===== src/rtl/xte_pkg.sv =====
package xte_pkg;
  localparam logic [5:0] OFS_MAGIC = 6'h00;
  localparam logic [5:0] OFS_CMD   = 6'h04;
  localparam logic [5:0] OFS_STAT  = 6'h08;
  localparam logic [5:0] OFS_SRCL  = 6'h0C;
  localparam logic [5:0] OFS_SRCH  = 6'h10;
  localparam logic [5:0] OFS_DSTL  = 6'h14;
  localparam logic [5:0] OFS_DSTH  = 6'h18;
  localparam logic [5:0] OFS_SIZE  = 6'h1C;
  localparam logic [5:0] OFS_CSUM  = 6'h20;
  localparam logic [5:0] OFS_KIND  = 6'h24;
  localparam logic [5:0] OFS_VEC   = 6'h28;
  localparam logic [5:0] OFS_FLAG  = 6'h2C;

  localparam int CMD_W  = 6;
  localparam int STAT_W = 9;
  localparam int SB_RD_OK = 0, SB_RD_BAD = 1, SB_WR_OK = 2, SB_WR_BAD = 3;
  localparam int SB_CP_OK = 4, SB_CP_BAD = 5, SB_IRQ = 6, SB_SRC_BAD = 7, SB_DST_BAD = 8;

  localparam logic [31:0] CRC_POLY = 32'hEDB8_8320;
  localparam logic [31:0] CRC_INIT = 32'hFFFF_FFFF;

  typedef enum logic [2:0] {OP_NONE, OP_INTX, OP_MSI, OP_MSIX, OP_READ, OP_WRITE, OP_COPY} op_e;

  function automatic logic [3:0] lane_mask(input logic [2:0] nb);
    case (nb)
      3'd1:    return 4'b0001;
      3'd2:    return 4'b0011;
      3'd3:    return 4'b0111;
      default: return 4'b1111;
    endcase
  endfunction
endpackage


===== src/rtl/xte_crc_unit.sv =====
module xte_crc_unit
  import xte_pkg::*;
(
  input  logic [31:0] crc_in,
  input  logic [31:0] word,
  input  logic [2:0]  nbytes,
  output logic [31:0] crc_out
);
  always_comb begin
    logic [31:0] c;
    c = crc_in;
    for (int b = 0; b < 4; b++) begin
      if (b < int'(nbytes)) begin
        c = c ^ {24'h0, word[8*b +: 8]};
        for (int i = 0; i < 8; i++)
          c = c[0] ? ((c >> 1) ^ CRC_POLY) : (c >> 1);
      end
    end
    crc_out = c;
  end
endmodule


===== src/rtl/xte_irq_gen.sv =====
module xte_irq_gen #(
  parameter int VEC_W = 11
) (
  input  logic             clk,
  input  logic             rst,
  input  logic             fire,
  input  logic [1:0]       kind,
  input  logic [VEC_W-1:0] vec_in,
  output logic             raised,
  output logic             irq_intx,
  output logic             irq_msi,
  output logic             irq_msix,
  output logic [VEC_W-1:0] irq_vec
);
  assign raised = fire && (kind != 2'd3);

  always_ff @(posedge clk) begin
    if (rst) begin
      irq_intx <= 1'b0;
      irq_msi  <= 1'b0;
      irq_msix <= 1'b0;
      irq_vec  <= '0;
    end else begin
      irq_intx <= fire && (kind == 2'd0);
      irq_msi  <= fire && (kind == 2'd1);
      irq_msix <= fire && (kind == 2'd2);
      if (raised) irq_vec <= vec_in;
    end
  end

  AST_IRQ_ONEHOT: assert property (@(posedge clk) disable iff (rst) $onehot0({irq_intx, irq_msi, irq_msix}));
  AST_BAD_KIND_SILENT: assert property (@(posedge clk) disable iff (rst) (fire && kind == 2'd3) |=> !(irq_intx || irq_msi || irq_msix));
endmodule


===== src/rtl/xte_seq.sv =====
module xte_seq
  import xte_pkg::*;
#(
  parameter int          AW        = 64,
  parameter int          VEC_W     = 11,
  parameter logic [31:0] FILL_SEED = 32'hC3A5_0F96
) (
  input  logic              clk,
  input  logic              rst,
  input  logic              start,
  input  logic [CMD_W-1:0]  cmd,
  input  logic [AW-1:0]     cfg_src,
  input  logic [AW-1:0]     cfg_dst,
  input  logic [31:0]       cfg_size,
  input  logic [31:0]       cfg_csum,
  input  logic [31:0]       cfg_kind,
  input  logic [VEC_W-1:0]  cfg_vec,
  output logic              busy,
  output logic              fin,
  output logic [STAT_W-1:0] fin_bits,
  output logic [1:0]        fin_kind,
  output logic [VEC_W-1:0]  fin_vec,
  output logic              fin_csum_wr,
  output logic [31:0]       fin_csum,
  output logic              mem_req,
  output logic              mem_we,
  output logic [AW-1:0]     mem_addr,
  output logic [3:0]        mem_be,
  output logic [31:0]       mem_wdata,
  input  logic [31:0]       mem_rdata,
  input  logic              mem_rvalid
);
  typedef enum logic [2:0] {S_IDLE, S_START, S_ISSUE, S_WAIT, S_STEP, S_CHECK, S_FINISH} st_e;

  st_e               state;
  op_e               op_q;
  logic [AW-1:0]     src_q, dst_q;
  logic [31:0]       off_q, rem_q, want_q, crc_q;
  logic [1:0]        kind_q;
  logic [VEC_W-1:0]  vec_q;
  logic [STAT_W-1:0] res_q;

  logic [2:0]  nb;
  logic [15:0] widx;
  logic [31:0] pattern, crc_data, crc_nx;

  assign nb       = (rem_q >= 32'd4) ? 3'd4 : rem_q[2:0];
  assign widx     = off_q[17:2];
  assign pattern  = FILL_SEED ^ {~widx, widx};
  assign crc_data = (op_q == OP_WRITE) ? pattern : mem_rdata;

  xte_crc_unit u_crc (.crc_in(crc_q), .word(crc_data), .nbytes(nb), .crc_out(crc_nx));

  assign busy        = (state != S_IDLE);
  assign fin         = (state == S_FINISH);
  assign fin_bits    = res_q;
  assign fin_kind    = kind_q;
  assign fin_vec     = vec_q;
  assign fin_csum_wr = fin && (op_q == OP_WRITE) && (res_q[SB_WR_OK]);
  assign fin_csum    = crc_q;

  always_ff @(posedge clk) begin
    if (rst) begin
      state <= S_IDLE;     op_q <= OP_NONE;
      src_q <= '0;  dst_q <= '0;  off_q <= '0;  rem_q <= '0;
      want_q <= '0; crc_q <= CRC_INIT; kind_q <= 2'd3; vec_q <= '0; res_q <= '0;
      mem_req <= 1'b0; mem_we <= 1'b0; mem_addr <= '0; mem_be <= '0; mem_wdata <= '0;
    end else begin
      case (state)
        S_IDLE: if (start) begin
          src_q  <= cfg_src;  dst_q <= cfg_dst;  rem_q <= cfg_size;  off_q <= '0;
          want_q <= cfg_csum; crc_q <= CRC_INIT; vec_q <= cfg_vec;   res_q <= '0;
          kind_q <= (cfg_kind > 32'd2) ? 2'd3 : cfg_kind[1:0];
          state  <= S_START;
          if (cmd[0])      begin op_q <= OP_INTX;  kind_q <= 2'd0; state <= S_FINISH; end
          else if (cmd[1]) begin op_q <= OP_MSI;   kind_q <= 2'd1; state <= S_FINISH; end
          else if (cmd[2]) begin op_q <= OP_MSIX;  kind_q <= 2'd2; state <= S_FINISH; end
          else if (cmd[3]) op_q <= OP_READ;
          else if (cmd[4]) op_q <= OP_WRITE;
          else             op_q <= OP_COPY;
        end
        S_START: begin
          if (((op_q != OP_WRITE) && (src_q[1:0] != 2'b00)) ||
              ((op_q != OP_READ) && (dst_q[1:0] != 2'b00))) begin
            res_q[SB_SRC_BAD] <= (op_q != OP_WRITE) && (src_q[1:0] != 2'b00);
            res_q[SB_DST_BAD] <= (op_q != OP_READ) && (dst_q[1:0] != 2'b00);
            res_q[SB_RD_BAD]  <= (op_q == OP_READ);
            res_q[SB_WR_BAD]  <= (op_q == OP_WRITE);
            res_q[SB_CP_BAD]  <= (op_q == OP_COPY);
            state <= S_FINISH;
          end else if (rem_q == '0) begin
            state <= S_CHECK;
          end else begin
            state <= S_ISSUE;
          end
        end
        S_ISSUE: begin
          mem_req <= 1'b1;
          if (op_q == OP_WRITE) begin
            mem_we    <= 1'b1;
            mem_addr  <= dst_q + AW'(off_q);
            mem_wdata <= pattern;
            mem_be    <= lane_mask(nb);
            crc_q     <= crc_nx;
            state     <= S_STEP;
          end else begin
            mem_we   <= 1'b0;
            mem_addr <= src_q + AW'(off_q);
            mem_be   <= 4'hF;
            state    <= S_WAIT;
          end
        end
        S_WAIT: begin
          mem_req <= 1'b0;
          if (mem_rvalid) begin
            if (op_q == OP_READ) begin
              crc_q <= crc_nx;
            end else begin
              mem_req   <= 1'b1;
              mem_we    <= 1'b1;
              mem_addr  <= dst_q + AW'(off_q);
              mem_wdata <= mem_rdata;
              mem_be    <= lane_mask(nb);
            end
            state <= S_STEP;
          end
        end
        S_STEP: begin
          mem_req <= 1'b0;
          mem_we  <= 1'b0;
          off_q   <= off_q + 32'd4;
          rem_q   <= rem_q - 32'(nb);
          state   <= (rem_q <= 32'd4) ? S_CHECK : S_ISSUE;
        end
        S_CHECK: begin
          res_q[SB_RD_OK]  <= (op_q == OP_READ) && (crc_q == want_q);
          res_q[SB_RD_BAD] <= (op_q == OP_READ) && (crc_q != want_q);
          res_q[SB_WR_OK]  <= (op_q == OP_WRITE);
          res_q[SB_CP_OK]  <= (op_q == OP_COPY);
          state <= S_FINISH;
        end
        default: state <= S_IDLE;
      endcase
    end
  end

  AST_WORD_ADDR: assert property (@(posedge clk) disable iff (rst) mem_req |-> (mem_addr[1:0] == 2'b00));
  AST_IDLE_QUIET: assert property (@(posedge clk) disable iff (rst) (state == S_IDLE) |-> !mem_req);
endmodule


===== src/rtl/xte_top.sv =====
module xte_top
  import xte_pkg::*;
#(
  parameter logic [31:0] MAGIC     = 32'h7E57_C0DE,
  parameter int          VEC_W     = 11,
  parameter logic [31:0] FILL_SEED = 32'hC3A5_0F96
) (
  input  logic             clk,
  input  logic             rst,
  input  logic             reg_wr,
  input  logic             reg_rd,
  input  logic [5:0]       reg_addr,
  input  logic [31:0]      reg_wdata,
  output logic [31:0]      reg_rdata,
  output logic             mem_req,
  output logic             mem_we,
  output logic [63:0]      mem_addr,
  output logic [3:0]       mem_be,
  output logic [31:0]      mem_wdata,
  input  logic [31:0]      mem_rdata,
  input  logic             mem_rvalid,
  output logic             irq_intx,
  output logic             irq_msi,
  output logic             irq_msix,
  output logic [VEC_W-1:0] irq_vec
);
  localparam int AW = 64;

  logic [CMD_W-1:0]  cmd_q;
  logic [STAT_W-1:0] stat_q;
  logic [31:0]       srcl_q, srch_q, dstl_q, dsth_q, size_q, csum_q, kind_q, vec_q;
  logic              flag_q;

  logic              busy, fin, fin_csum_wr, raised;
  logic [STAT_W-1:0] fin_bits, set_bits;
  logic [1:0]        fin_kind;
  logic [VEC_W-1:0]  fin_vec;
  logic [31:0]       fin_csum;
  logic [5:0]        wofs;

  assign wofs = {reg_addr[5:2], 2'b00};

  xte_seq #(.AW(AW), .VEC_W(VEC_W), .FILL_SEED(FILL_SEED)) u_seq (
    .clk(clk), .rst(rst), .start(cmd_q != '0), .cmd(cmd_q),
    .cfg_src({srch_q, srcl_q}), .cfg_dst({dsth_q, dstl_q}), .cfg_size(size_q),
    .cfg_csum(csum_q), .cfg_kind(kind_q), .cfg_vec(vec_q[VEC_W-1:0]),
    .busy(busy), .fin(fin), .fin_bits(fin_bits), .fin_kind(fin_kind), .fin_vec(fin_vec),
    .fin_csum_wr(fin_csum_wr), .fin_csum(fin_csum),
    .mem_req(mem_req), .mem_we(mem_we), .mem_addr(mem_addr), .mem_be(mem_be),
    .mem_wdata(mem_wdata), .mem_rdata(mem_rdata), .mem_rvalid(mem_rvalid)
  );

  xte_irq_gen #(.VEC_W(VEC_W)) u_irq (
    .clk(clk), .rst(rst), .fire(fin), .kind(fin_kind), .vec_in(fin_vec), .raised(raised),
    .irq_intx(irq_intx), .irq_msi(irq_msi), .irq_msix(irq_msix), .irq_vec(irq_vec)
  );

  always_comb begin
    set_bits = fin ? fin_bits : '0;
    set_bits[SB_IRQ] = raised;
  end

  always_ff @(posedge clk) begin
    if (rst) begin
      cmd_q <= '0; stat_q <= '0; srcl_q <= '0; srch_q <= '0; dstl_q <= '0; dsth_q <= '0;
      size_q <= '0; csum_q <= '0; kind_q <= '0; vec_q <= '0; flag_q <= 1'b0; reg_rdata <= '0;
    end else begin
      if (cmd_q != '0) cmd_q <= '0;
      else if (reg_wr && wofs == OFS_CMD && !busy) cmd_q <= reg_wdata[CMD_W-1:0];

      stat_q <= ((reg_wr && wofs == OFS_STAT) ? reg_wdata[STAT_W-1:0] : stat_q) | set_bits;

      if (reg_wr) begin
        case (wofs)
          OFS_SRCL: srcl_q <= reg_wdata;
          OFS_SRCH: srch_q <= reg_wdata;
          OFS_DSTL: dstl_q <= reg_wdata;
          OFS_DSTH: dsth_q <= reg_wdata;
          OFS_SIZE: size_q <= reg_wdata;
          OFS_KIND: kind_q <= reg_wdata;
          OFS_VEC:  vec_q  <= reg_wdata;
          OFS_FLAG: flag_q <= reg_wdata[0];
          default: ;
        endcase
      end
      if (fin_csum_wr)                      csum_q <= fin_csum;
      else if (reg_wr && wofs == OFS_CSUM)  csum_q <= reg_wdata;

      if (reg_rd) begin
        case (wofs)
          OFS_MAGIC: reg_rdata <= MAGIC;
          OFS_CMD:   reg_rdata <= 32'(cmd_q);
          OFS_STAT:  reg_rdata <= 32'(stat_q);
          OFS_SRCL:  reg_rdata <= srcl_q;
          OFS_SRCH:  reg_rdata <= srch_q;
          OFS_DSTL:  reg_rdata <= dstl_q;
          OFS_DSTH:  reg_rdata <= dsth_q;
          OFS_SIZE:  reg_rdata <= size_q;
          OFS_CSUM:  reg_rdata <= csum_q;
          OFS_KIND:  reg_rdata <= kind_q;
          OFS_VEC:   reg_rdata <= vec_q;
          OFS_FLAG:  reg_rdata <= {31'h0, flag_q};
          default:   reg_rdata <= '0;
        endcase
      end
    end
  end

  AST_CMD_SELF_CLEAR: assert property (@(posedge clk) disable iff (rst) (cmd_q != '0) |=> (cmd_q == '0));
  AST_PULSE_MARKS_STATUS: assert property (@(posedge clk) disable iff (rst) (irq_intx || irq_msi || irq_msix) |-> stat_q[SB_IRQ]);
endmodule


===== config.mk =====
export PLATFORM = sky130hd
export DESIGN_NAME = xte_top
export DESIGN_NICKNAME = d
export VERILOG_FILES = /design/src/rtl/xte_pkg.sv /design/src/rtl/xte_crc_unit.sv /design/src/rtl/xte_irq_gen.sv /design/src/rtl/xte_seq.sv /design/src/rtl/xte_top.sv
export SDC_FILE = /design/constraint.sdc
export NUM_CORES = 2
export LEC_CHECK = 0
export ABC_AREA = 1
export BUFFER_PORTS_ARGS = -buffer_cell sky130_fd_sc_hd__buf_2
export CAP_MARGIN = 5
export CORE_AREA = 10 10 409 212
export CTS_BUF_LIST = sky130_fd_sc_hd__clkbuf_4
export DETAILED_ROUTE_END_ITERATION = 6
export DIE_AREA = 0 0 419 222
export HOLD_SLACK_MARGIN = 0.15
export PLACE_DENSITY = 0.77
export SYNTH_ARGS = -nofsm -noshare
export SYNTH_HDL_FRONTEND = slang
export SYNTH_HIERARCHICAL = 1
export SYNTH_SLANG_ARGS = --single-unit

===== constraint.sdc =====
create_clock -name clk -period 4 [get_ports clk]
set_input_delay 0.4 -clock clk [delete_from_list [all_inputs] [get_ports clk]]
set_output_delay 0.4 -clock clk [all_outputs]
set_load 0.01 [all_outputs]

==> results.cfg <==
[outcome]
status = finished with violations
violations = design-rule violations, negative setup slack

[sta]
skew_ns = 0.09177
fin_setup_tns_ns = -14.69
rsz0062_at_grt = true
report.final.setup_viol = 32
period_needed_ns = 4.637
worstMarginPinSlew_ns = 1.184
maxSlewHeadroom_pct = 20.86
post-route-period-util_pct = 115.9
max_freq_mhz = 215.7
hold_viol = 0
drv_slew = 0
worst_slack_ns = -0.6367
whs_ns = 0.2474

[clocking]
clkSlewWorstSetupHoldPaths_ns = 0.12
clockRootBuffer = clkbuf_4
cts.sinks = 701
clk_latency_ns = 1.14
cts_buffer_depth = 3
h-tree-depth = 4
cts_inserted_buffers = 163
cts_tree = built

[layout]
drive_gt1_share_pct = 20.51
fill_cells = 6884
areaGrowthSynthToFinish_pct = 25.07
reg_top3 = u_seq/dst_q x64, u_seq/mem_addr x64, u_seq/src_q x64
final_cells = 9343
fin_nets = 8312

[grt]
grt_pass1_wl_um = 308600
grt_pass1_vias = 50910
antenna_found_initial = 23
grt_max_degree = 128
grt_use_total_pct = 42.77
grt_overflow = 0

[floorplan]
rows = 73
floorplan.initialDensity_pct = 56.74
coreArea_mm2 = 0.07919
pin_count = 223
die_x_um = 419
die_area_mm2 = 0.09302
die_h_um = 222

[setup_path]
crit_type = reg2reg
ff2ff_setup_slack_ns = -0.64
cp_slowest_stage_delay_ns = 0.34
cp.required_ns = 4.98
cp-startpoint = u_seq/op_q[0]
worstSetupEndpointType = register
worstSetupStartpointType = register
cp_slowest_cell = dfxtp_1
critPathArrivalTime_ns = 5.62
crit_top_cell = nand2_1
worstReg2RegStart = u_seq/op_q[0]
crit_fanout = 13

[place]
dpl.hpwl_um = 155000
pre_cts_ws_ns = -0.6320
port_buffers = 220
gp_congestion = 1.095
place_inst = 8822

[worst_hold_path]
hold_start = mem_rvalid
hp-class = in2reg

[synthesis]
synth_area_mm2 = 0.04493
avgSynthCellArea_um2 = 6.061
synth.net_count = 7551
ys_warn_count = 6
synth_cells = 7414

[routing]
totalWireLength_um = 217200
drtAntennaViolNets = 0
dr.pass1.iters = 7
drt-initial-drc-count = 9303
vias = 57240
avgRoutedWirePerCell_um = 23.25
viasPerCell = 6.126
drc = 84

[job]
drv_cap = 0
-- worst max-delay path: cells and delay by family (launching register included) --
kind	cells	cell delay, ns
AO/OA/AOI/OAI	2	0.17
buffers and inverters	9	0.98
flip-flops	1	0.34
AND/OR/NAND/NOR	33	3.02
-- final timing paths --
check                                           to  cells past startpoint
worst max-delay path            u_seq/fin_csum[19]                     44
worst min-delay path                u_seq/state[1]                      4
worst max register to register  u_seq/fin_csum[19]                     44
worst min register to register              flag_q                      2
-- per-layer routing --
metal  GRT usage [%]  part of all wire [%]  up-vias
met2           62.54                    40     4497
met3           15.61                    15     1367
met4           29.20                   8.9       24
met1           51.87                    36    25660
li1                -                     -    25690
met5          0.5823                  0.12        -
-- stage by stage --
step	instance area (um^2)	utilization, %
6_report	56200	70.97
5_1_grt	56180	70.95
4_1_cts	54670	69.03
3_5_place_dp	49610	62.65
3_3_place_gp	49610	62.65
2_1_floorplan	44940	-
-- cell usage in the layout, fill, tap and decap left out, types with 22 or more instances in the layout --
cell type,instances
xnor2_1,34
o21ai_0,493
dlygate4sd3_1,114
buf_4,554
clkbuf_4,225
nor2_1,608
nand2_1,2036
nand2_2,188
ha_1,62
a21oi_1,564
nor2_2,22
nand3_2,94
nand2_4,114
dfxtp_1,697
nand4_1,64
nand3_1,723
or2_2,43
buf_6,32
inv_1,733
nand3_4,41
nor2_4,23
o211ai_1,27
xor2_1,86
inv_2,40
nor3_1,59
clkinv_1,27
a31oi_1,91
buf_2,218
o21ai_1,55
-- repair_timing --
action,CTS,global route
resized for setup,350,266
hold buffers,113,1
endpoints found under the hold margin,400,1
gates cloned,2,1
pin swaps,88,149
buffers inserted,73,48
endpoints found under the setup margin,32,32
-- final cells by class --
cell class                      instances  area (um^2)  area share (%)
Clock buffer                          225         1689           3.006
Inverter                              783         2977           5.297
Tap cell                             1050         1314           2.338
Sequential cell                       701        14040           24.98
Timing Repair Buffer                  933         7049           12.54
Multi-Input combinational cell       5593        28850           51.34
Clock inverter                         37        226.5          0.4030
Antenna cell                           21        52.55         0.09351
Power is left out: the tool's default activity adds up to more than one toggle a clock period on the data nets, which glitch-free logic cannot reach.
